$ cat src/rtl/pkt_busy_pkg.sv
package pkt_busy_pkg;

  localparam int unsigned LANE_W     = 8;
  localparam int unsigned PKT_PER_CH = 2;
  localparam int unsigned REG_W      = 32;

  typedef enum logic {
    PKT_A = 1'b0,
    PKT_B = 1'b1
  } pkt_side_e;

  // Flat packet index p = ch*PKT_PER_CH + side; packet 0 occupies the top lane.
  function automatic int unsigned flag_pos(input int unsigned p, input int unsigned npkt);
    return LANE_W * (npkt - 1 - p);
  endfunction

endpackage

$ cat src/rtl/busy_reg_port.sv
module busy_reg_port
  import pkt_busy_pkg::*;
#(
  parameter int unsigned ADDR_W   = 8,
  parameter int unsigned REG_ADDR = 'h10,
  parameter int unsigned NPKT     = 4
) (
  input  logic              bus_sel,
  input  logic              bus_wr,
  input  logic              bus_priv,
  input  logic [ADDR_W-1:0] bus_addr,
  input  logic [NPKT-1:0]   wr_bits,
  input  logic [NPKT-1:0]   busy_q,
  output logic [NPKT-1:0]   clr_req,
  output logic [REG_W-1:0]  rdata
);

  logic addr_hit;
  logic wr_ok;
  logic rd_ok;

  always_comb begin
    addr_hit = (bus_addr == ADDR_W'(REG_ADDR));
    wr_ok    = bus_sel && bus_wr && bus_priv && addr_hit;
    rd_ok    = bus_sel && !bus_wr && addr_hit;
  end

  always_comb begin
    rdata = '0;
    for (int unsigned p = 0; p < NPKT; p++) begin
      clr_req[p] = wr_ok && wr_bits[p] && busy_q[p];
      if (rd_ok) rdata[flag_pos(p, NPKT)] = busy_q[p];
    end
  end

endmodule

$ cat src/rtl/busy_flag.sv
module busy_flag (
  input  logic clk,
  input  logic rst_n,
  input  logic start_i,
  input  logic end_i,
  input  logic clr_i,
  output logic busy_q
);

  logic busy_nx;
  logic busy_en;

  always_comb begin
    busy_en = clr_i || start_i || end_i;
    if (clr_i)        busy_nx = 1'b0;
    else if (start_i) busy_nx = 1'b1;
    else              busy_nx = 1'b0;
  end

  always_ff @(posedge clk or negedge rst_n) begin
    if (!rst_n)       busy_q <= 1'b0;
    else if (busy_en) busy_q <= busy_nx;
  end

  p_clr_wins_r11: assert property (@(posedge clk) disable iff (!rst_n)
    clr_i |=> !busy_q);
  p_start_sets_r3: assert property (@(posedge clk) disable iff (!rst_n)
    (start_i && !clr_i) |=> busy_q);
  p_end_clears_r4: assert property (@(posedge clk) disable iff (!rst_n)
    (end_i && !start_i && !clr_i) |=> !busy_q);
  p_idle_hold_r6: assert property (@(posedge clk) disable iff (!rst_n)
    (!start_i && !end_i && !clr_i) |=> $stable(busy_q));

endmodule

$ cat src/rtl/chan_abort.sv
module chan_abort (
  input  logic clk,
  input  logic rst_n,
  input  logic abort_i,
  input  logic enable_i,
  output logic cnt_clr_q,
  output logic en_clr_q,
  output logic inhibit_q
);

  logic inhibit_nx;
  logic inhibit_en;

  always_comb begin
    inhibit_en = abort_i || enable_i;
    inhibit_nx = abort_i;
  end

  always_ff @(posedge clk or negedge rst_n) begin
    if (!rst_n) begin
      cnt_clr_q <= 1'b0;
      en_clr_q  <= 1'b0;
      inhibit_q <= 1'b0;
    end else begin
      cnt_clr_q <= abort_i;
      en_clr_q  <= abort_i;
      if (inhibit_en) inhibit_q <= inhibit_nx;
    end
  end

  p_abort_pulse_r9: assert property (@(posedge clk) disable iff (!rst_n)
    abort_i |=> (cnt_clr_q && en_clr_q && inhibit_q));
  p_pulse_quiet_r9: assert property (@(posedge clk) disable iff (!rst_n)
    !abort_i |=> (!cnt_clr_q && !en_clr_q));
  p_release_r10: assert property (@(posedge clk) disable iff (!rst_n)
    (enable_i && !abort_i) |=> !inhibit_q);
  p_hold_r10: assert property (@(posedge clk) disable iff (!rst_n)
    (inhibit_q && !enable_i) |=> inhibit_q);

endmodule

$ cat src/rtl/pkt_busy_ctrl.sv
module pkt_busy_ctrl
  import pkt_busy_pkg::*;
#(
  parameter int unsigned NUM_CH   = 2,
  parameter int unsigned ADDR_W   = 8,
  parameter int unsigned REG_ADDR = 'h10
) (
  input  logic                         clk,
  input  logic                         rst_n,
  input  logic                         bus_sel,
  input  logic                         bus_wr,
  input  logic                         bus_priv,
  input  logic [ADDR_W-1:0]            bus_addr,
  input  logic [31:0]                  bus_wdata,
  output logic [31:0]                  bus_rdata,
  input  logic [NUM_CH*PKT_PER_CH-1:0] frame_start,
  input  logic [NUM_CH*PKT_PER_CH-1:0] frame_end,
  input  logic [NUM_CH-1:0]            chan_enable,
  output logic [NUM_CH*PKT_PER_CH-1:0] busy,
  output logic [NUM_CH-1:0]            cnt_clr,
  output logic [NUM_CH-1:0]            en_clr,
  output logic [NUM_CH-1:0]            xfer_inhibit
);

  localparam int unsigned NPKT = NUM_CH * PKT_PER_CH;

  function automatic logic [31:0] flag_mask();
    logic [31:0] m;
    m = '0;
    for (int unsigned p = 0; p < NPKT; p++) m[flag_pos(p, NPKT)] = 1'b1;
    return m;
  endfunction

  localparam logic [31:0] FLAG_MASK = flag_mask();

  // Reset: asserted asynchronously, released after two clock edges.
  logic rst_sync_q1;
  logic rst_sync_q2;

  always_ff @(posedge clk or negedge rst_n) begin
    if (!rst_n) begin
      rst_sync_q1 <= 1'b0;
      rst_sync_q2 <= 1'b0;
    end else begin
      rst_sync_q1 <= 1'b1;
      rst_sync_q2 <= rst_sync_q1;
    end
  end

  logic rst_n_s;
  assign rst_n_s = rst_sync_q2;

  logic [NPKT-1:0]   wr_bits;
  logic [NPKT-1:0]   clr_req;
  logic [NUM_CH-1:0] abort_req;
  logic              unused_wdata;

  always_comb begin
    for (int unsigned p = 0; p < NPKT; p++) wr_bits[p] = bus_wdata[flag_pos(p, NPKT)];
    unused_wdata = ^(bus_wdata & ~FLAG_MASK);
  end

  busy_reg_port #(
    .ADDR_W  (ADDR_W),
    .REG_ADDR(REG_ADDR),
    .NPKT    (NPKT)
  ) i_reg_port (
    .bus_sel (bus_sel),
    .bus_wr  (bus_wr),
    .bus_priv(bus_priv),
    .bus_addr(bus_addr),
    .wr_bits (wr_bits),
    .busy_q  (busy),
    .clr_req (clr_req),
    .rdata   (bus_rdata)
  );

  for (genvar gp = 0; gp < NPKT; gp++) begin : g_flag
    busy_flag i_flag (
      .clk    (clk),
      .rst_n  (rst_n_s),
      .start_i(frame_start[gp]),
      .end_i  (frame_end[gp]),
      .clr_i  (clr_req[gp]),
      .busy_q (busy[gp])
    );
  end

  for (genvar gc = 0; gc < NUM_CH; gc++) begin : g_chan
    always_comb abort_req[gc] = |clr_req[gc*PKT_PER_CH +: PKT_PER_CH];

    chan_abort i_abort (
      .clk      (clk),
      .rst_n    (rst_n_s),
      .abort_i  (abort_req[gc]),
      .enable_i (chan_enable[gc]),
      .cnt_clr_q(cnt_clr[gc]),
      .en_clr_q (en_clr[gc]),
      .inhibit_q(xfer_inhibit[gc])
    );
  end

  p_rsvd_zero_r2: assert property (@(posedge clk) disable iff (!rst_n_s)
    (bus_rdata & ~FLAG_MASK) == 32'd0);
  p_nopriv_r7: assert property (@(posedge clk) disable iff (!rst_n_s)
    !(bus_sel && bus_wr && bus_priv) |=> (en_clr == '0 && cnt_clr == '0));
  p_zero_flag_r8: assert property (@(posedge clk) disable iff (!rst_n_s)
    (busy == '0) |=> (en_clr == '0));
  p_reset_r1: assert property (@(posedge clk)
    !rst_n_s |-> (busy == '0 && xfer_inhibit == '0 && en_clr == '0));

endmodule

$ cat config.mk
export PLATFORM = sky130hd
export DESIGN_NAME = pkt_busy_ctrl
export DESIGN_NICKNAME = d
export VERILOG_FILES = /design/src/rtl/pkt_busy_pkg.sv /design/src/rtl/busy_reg_port.sv /design/src/rtl/busy_flag.sv /design/src/rtl/chan_abort.sv /design/src/rtl/pkt_busy_ctrl.sv
export SDC_FILE = /design/constraint.sdc
export NUM_CORES = 1
export LEC_CHECK = 0
export ABC_CLOCK_PERIOD_IN_PS = 2900
export BUFFER_PORTS_ARGS = -buffer_cell sky130_fd_sc_hd__buf_2
export CORE_UTILIZATION = 25
export CTS_CLUSTER_SIZE = 12
export DETAILED_ROUTE_END_ITERATION = 8
export PLACE_DENSITY = 0.68
export SYNTH_ARGS = -nofsm -noshare
export SYNTH_HDL_FRONTEND = slang
export SYNTH_HIERARCHICAL = 1
export SYNTH_SLANG_ARGS = --single-unit
export TNS_END_PERCENT = 5
$ cat constraint.sdc
create_clock -name clk -period 2.9 [get_ports clk]
set_clock_uncertainty 0.05 [all_clocks]
set_input_delay 0.87 -clock clk [delete_from_list [all_inputs] [get_ports clk]]
set_output_delay 0.87 -clock clk [all_outputs]
set_load 0.05 [all_outputs]
==> metrics.csv <==
metric,value,unit
outcome,finished with violations,
violations,setup timing,
path_cells,buf_6 -> or4_4 -> nor4_4 -> buf_6,
holdCritPathClass,flop to asynchronous set/reset pin,
end_kind,output pin,
vias,596,
grt_pass1_vias,457,
critPathBufInv,2,
cp_slowest_cell,or4_4,
rsz0062_at_grt,yes,
p_leak,0.569,nW
netlist_area,704,sq um
first_pass_iters,2,
ys_top_cells_by_area,"dfrtp_1 (36%), buf_4 (32%), nor4_1 (7.1%), a21oi_2 (5.0%), nand2_1 (4.3%)",
wl_per_cell,9.39,um
grt_pass1_wl,1890,um
cts_max_level,1,
maxSlewViolCount,0,
maxCapViolCount,0,
synth.distinct_cells,15,
cts_tree,built,
grt.busiest_layer,met2,
final_layout_size_suffix_gt1_share,46.4,%
fin_crit_sh,104,%
nFillCells,267,
globalRouteOverflowTotal,0,
path_class,input pin to output pin,
drcViolationCount,0,
placementRows,18,
synthXorXnorAreaFrac,0,%
via_per_inst,3.85,
yosysWarningCount,6,
post_dp_cell_area,903,sq um
yosysTopAreaCell,dfrtp_1,
vdd_drop_max,299,uV
internal_power,247,uW
finalSetupViolCount,4,
multi_input_area,363,sq um
grt_max_degree,9,
finalHoldViolCount,0,
detail-route-antenna-nets,0,
p_comb_share,34.2,%
chipWidth,55.1,um
synthAdderAreaFrac,0,%
ctsRootBufferMaster,clkbuf_4,
gr-usage-met1,9.54,%
globalRouteMet2Util,16.5,%
cp.arrival,2.10,ns
path_max_fanout,6,
start_kind,input pin,
ys_ff_latch,10,
holdBufCountCts,0,
synth_top_family_by_area,buffers and inverters,
max_stage_delay,0.62,ns
syn_to_final_growth,39.4,%
p_switching,165,uW
dp_hpwl,1230,um
fmax,0.331,GHz
setup_ws,-0.121,ns
ys_seq_area_share,35.5,%
synth.mux.area_fraction,0,%
yosys.area_share.simple,19.9,%
start_util,27.4,%
die_h,55.1,um
p_sw_share,40.0,%
wirelength,1460,um
cts_num_sinks,10,
pwr-share-seq,36.8,%
track_usage,9.15,%
pwr-share-clk,29.0,%
coreArea,0.00257,sq mm
synth_compound_area_share,7.10,%
grt_util_met3,4.92,%
postSynthAreaPerCell,8.70,sq um
period_needed,3.02,ns
path_delay_family,simple AND/OR/NAND/NOR gates,
fin_area,982,sq um
synth_cells,81,
regArea,250,sq um
cpMostUsedCell,buf_6,
cts_made_buffers,3,
cts_buffer_depth,2,
dieArea,0.00303,sq mm
routabilityCongestion,0.697,
drtIter0Drc,3,
ios,97,
antenna_found_initial,0,
cts.clk_slew.worst_paths,0.06,ns
portBuffers,40,
pre_cts_slack,-0.243,ns
clkLatencyLatePin,0.26,ns
nets,181,
cp_data_required_time,1.98,ns
p_per_area,419,mW/mm^2
antenna_cells,0,
synth_top_area_share,35.5,%
==> worst register-to-register path: cells and delay by family, from the launching register on <==
kind | cells | cell delay, ns
and+or+nand+nor | 3 | 0.60
AOI/OAI and AO/OA | 1 | 0.09
DFF | 1 | 0.39
==> final timing paths <==
kind / start / end / slack [ns] / cells after the start
worst min register to register: rst_n_s$_DFF_PN0_ / g_chan[1].i_abort/inhibit_q$_DFFE_PN0P_ / 0.07 / 0
min in group clk: rst_sync_q1$_DFF_PN0_ / rst_n_s$_DFF_PN0_ / 0.30 / 0
worst max-delay path: bus_addr[2] / bus_rdata[0] / -0.12 / 4
worst min-delay path: rst_n_s$_DFF_PN0_ / g_chan[1].i_abort/inhibit_q$_DFFE_PN0P_ / 0.07 / 0
max in group asynchronous: rst_n / rst_n_s$_DFF_PN0_ / 2.38 / 1
worst max register to register: g_flag[1].i_flag/busy_q$_DFFE_PN0P_ / g_chan[0].i_abort/inhibit_q$_DFFE_PN0P_ / 1.71 / 4
==> synth_stat cells (all sizes together) <==
cell type and n:
a21o 2, conb 2, nand2 8, a21oi 4, nor4 8, or4b 1
inv 6, buf 31, or2 2, clkbuf 1, dfrtp 10, nand3 1
nand2b 4, or4 1
==> power by group through the flow <==
stage	Sequential (mW)	Clock [mW]	Combinational, mW
after global placement	0.154	0	0.137
after detailed placement	0.154	0	0.138
after CTS	0.152	0.125	0.141
after floorplan	0.166	0	0.128
final	0.151	0.119	0.141
after global routing	0.153	0.135	0.150
==> metal layers <==
| layer | wire length [um] | vias up |
|---|---|---|
| li1 | - | 291 |
| met1 | 544 | 271 |
| met2 | 790 | 34 |
| met3 | 122 | 0 |
| met4 | 0 | 0 |
| met5 | 0 | - |
==> metrics by stage <==
| step | util (%) | hold WS (ns) | instances | TNS [ns] | total power [mW] |
|---|---|---|---|---|---|
| 2_1_floorplan | - | 0.0446 | 108 | -0.964 | 0.294 |
| 3_3_place_gp | 35.2 | 0.0874 | 150 | -0.843 | 0.291 |
| 3_5_place_dp | 35.2 | 0.0858 | 150 | -0.927 | 0.293 |
| 4_1_cts | 38.3 | 0.0921 | 155 | -0.290 | 0.418 |
| 5_1_grt | 38.3 | 0.115 | 155 | -0.422 | 0.438 |
| 6_report | 38.3 | 0.0730 | 155 | -0.301 | 0.411 |
==> registers in the layout, indices dropped and copies added, names as in the netlist <==
| register | flops |
|---|---|
| g_chan.i_abort/en_clr_q | 2 |
| g_chan.i_abort/inhibit_q | 2 |
| g_flag.i_flag/busy_q | 4 |
| rst_n_s | 1 |
| rst_sync_q1 | 1 |
==> cell families (layout without fill, tap and decap cells) <==
kind of cell / count (synthesis) / in the layout
buffers and inverters: 38 / 55
and+or+nand+nor: 25 / 25
DFF: 10 / 10
AOI/OAI and AO/OA: 6 / 6
other: 2 / 29
==> layout make-up <==
cell class              instances  share of cell area [%]
flip-flops and latches         10                    25.5
well taps                      30                    3.82
multi-input cells              60                    36.9
inverters                       6                    2.29
clock buffers                   4                    3.69
repair buffers                 45                    27.8
==> what timing repair did <==
item                       CTS  global route
pin swaps                    6             0
resized for setup           10             0
setup endpoints to repair    4             4
buffers inserted             1             0
==> cell usage in the layout, fill, tap and decap left out <==
master    count
buf_2        35
conb_1       29
dfrtp_1      10
nand2_1       8
inv_1         6
buf_6         6
nand2b_1      4
a21oi_2       4
nor4_1        4
nor4_4        4
buf_4         4
clkbuf_4      3
or2_1         2
a21o_1        2
clkbuf_8      1
or4b_1        1
nand3_1       1
or4_4         1
(Power assumes the default switching activity.)
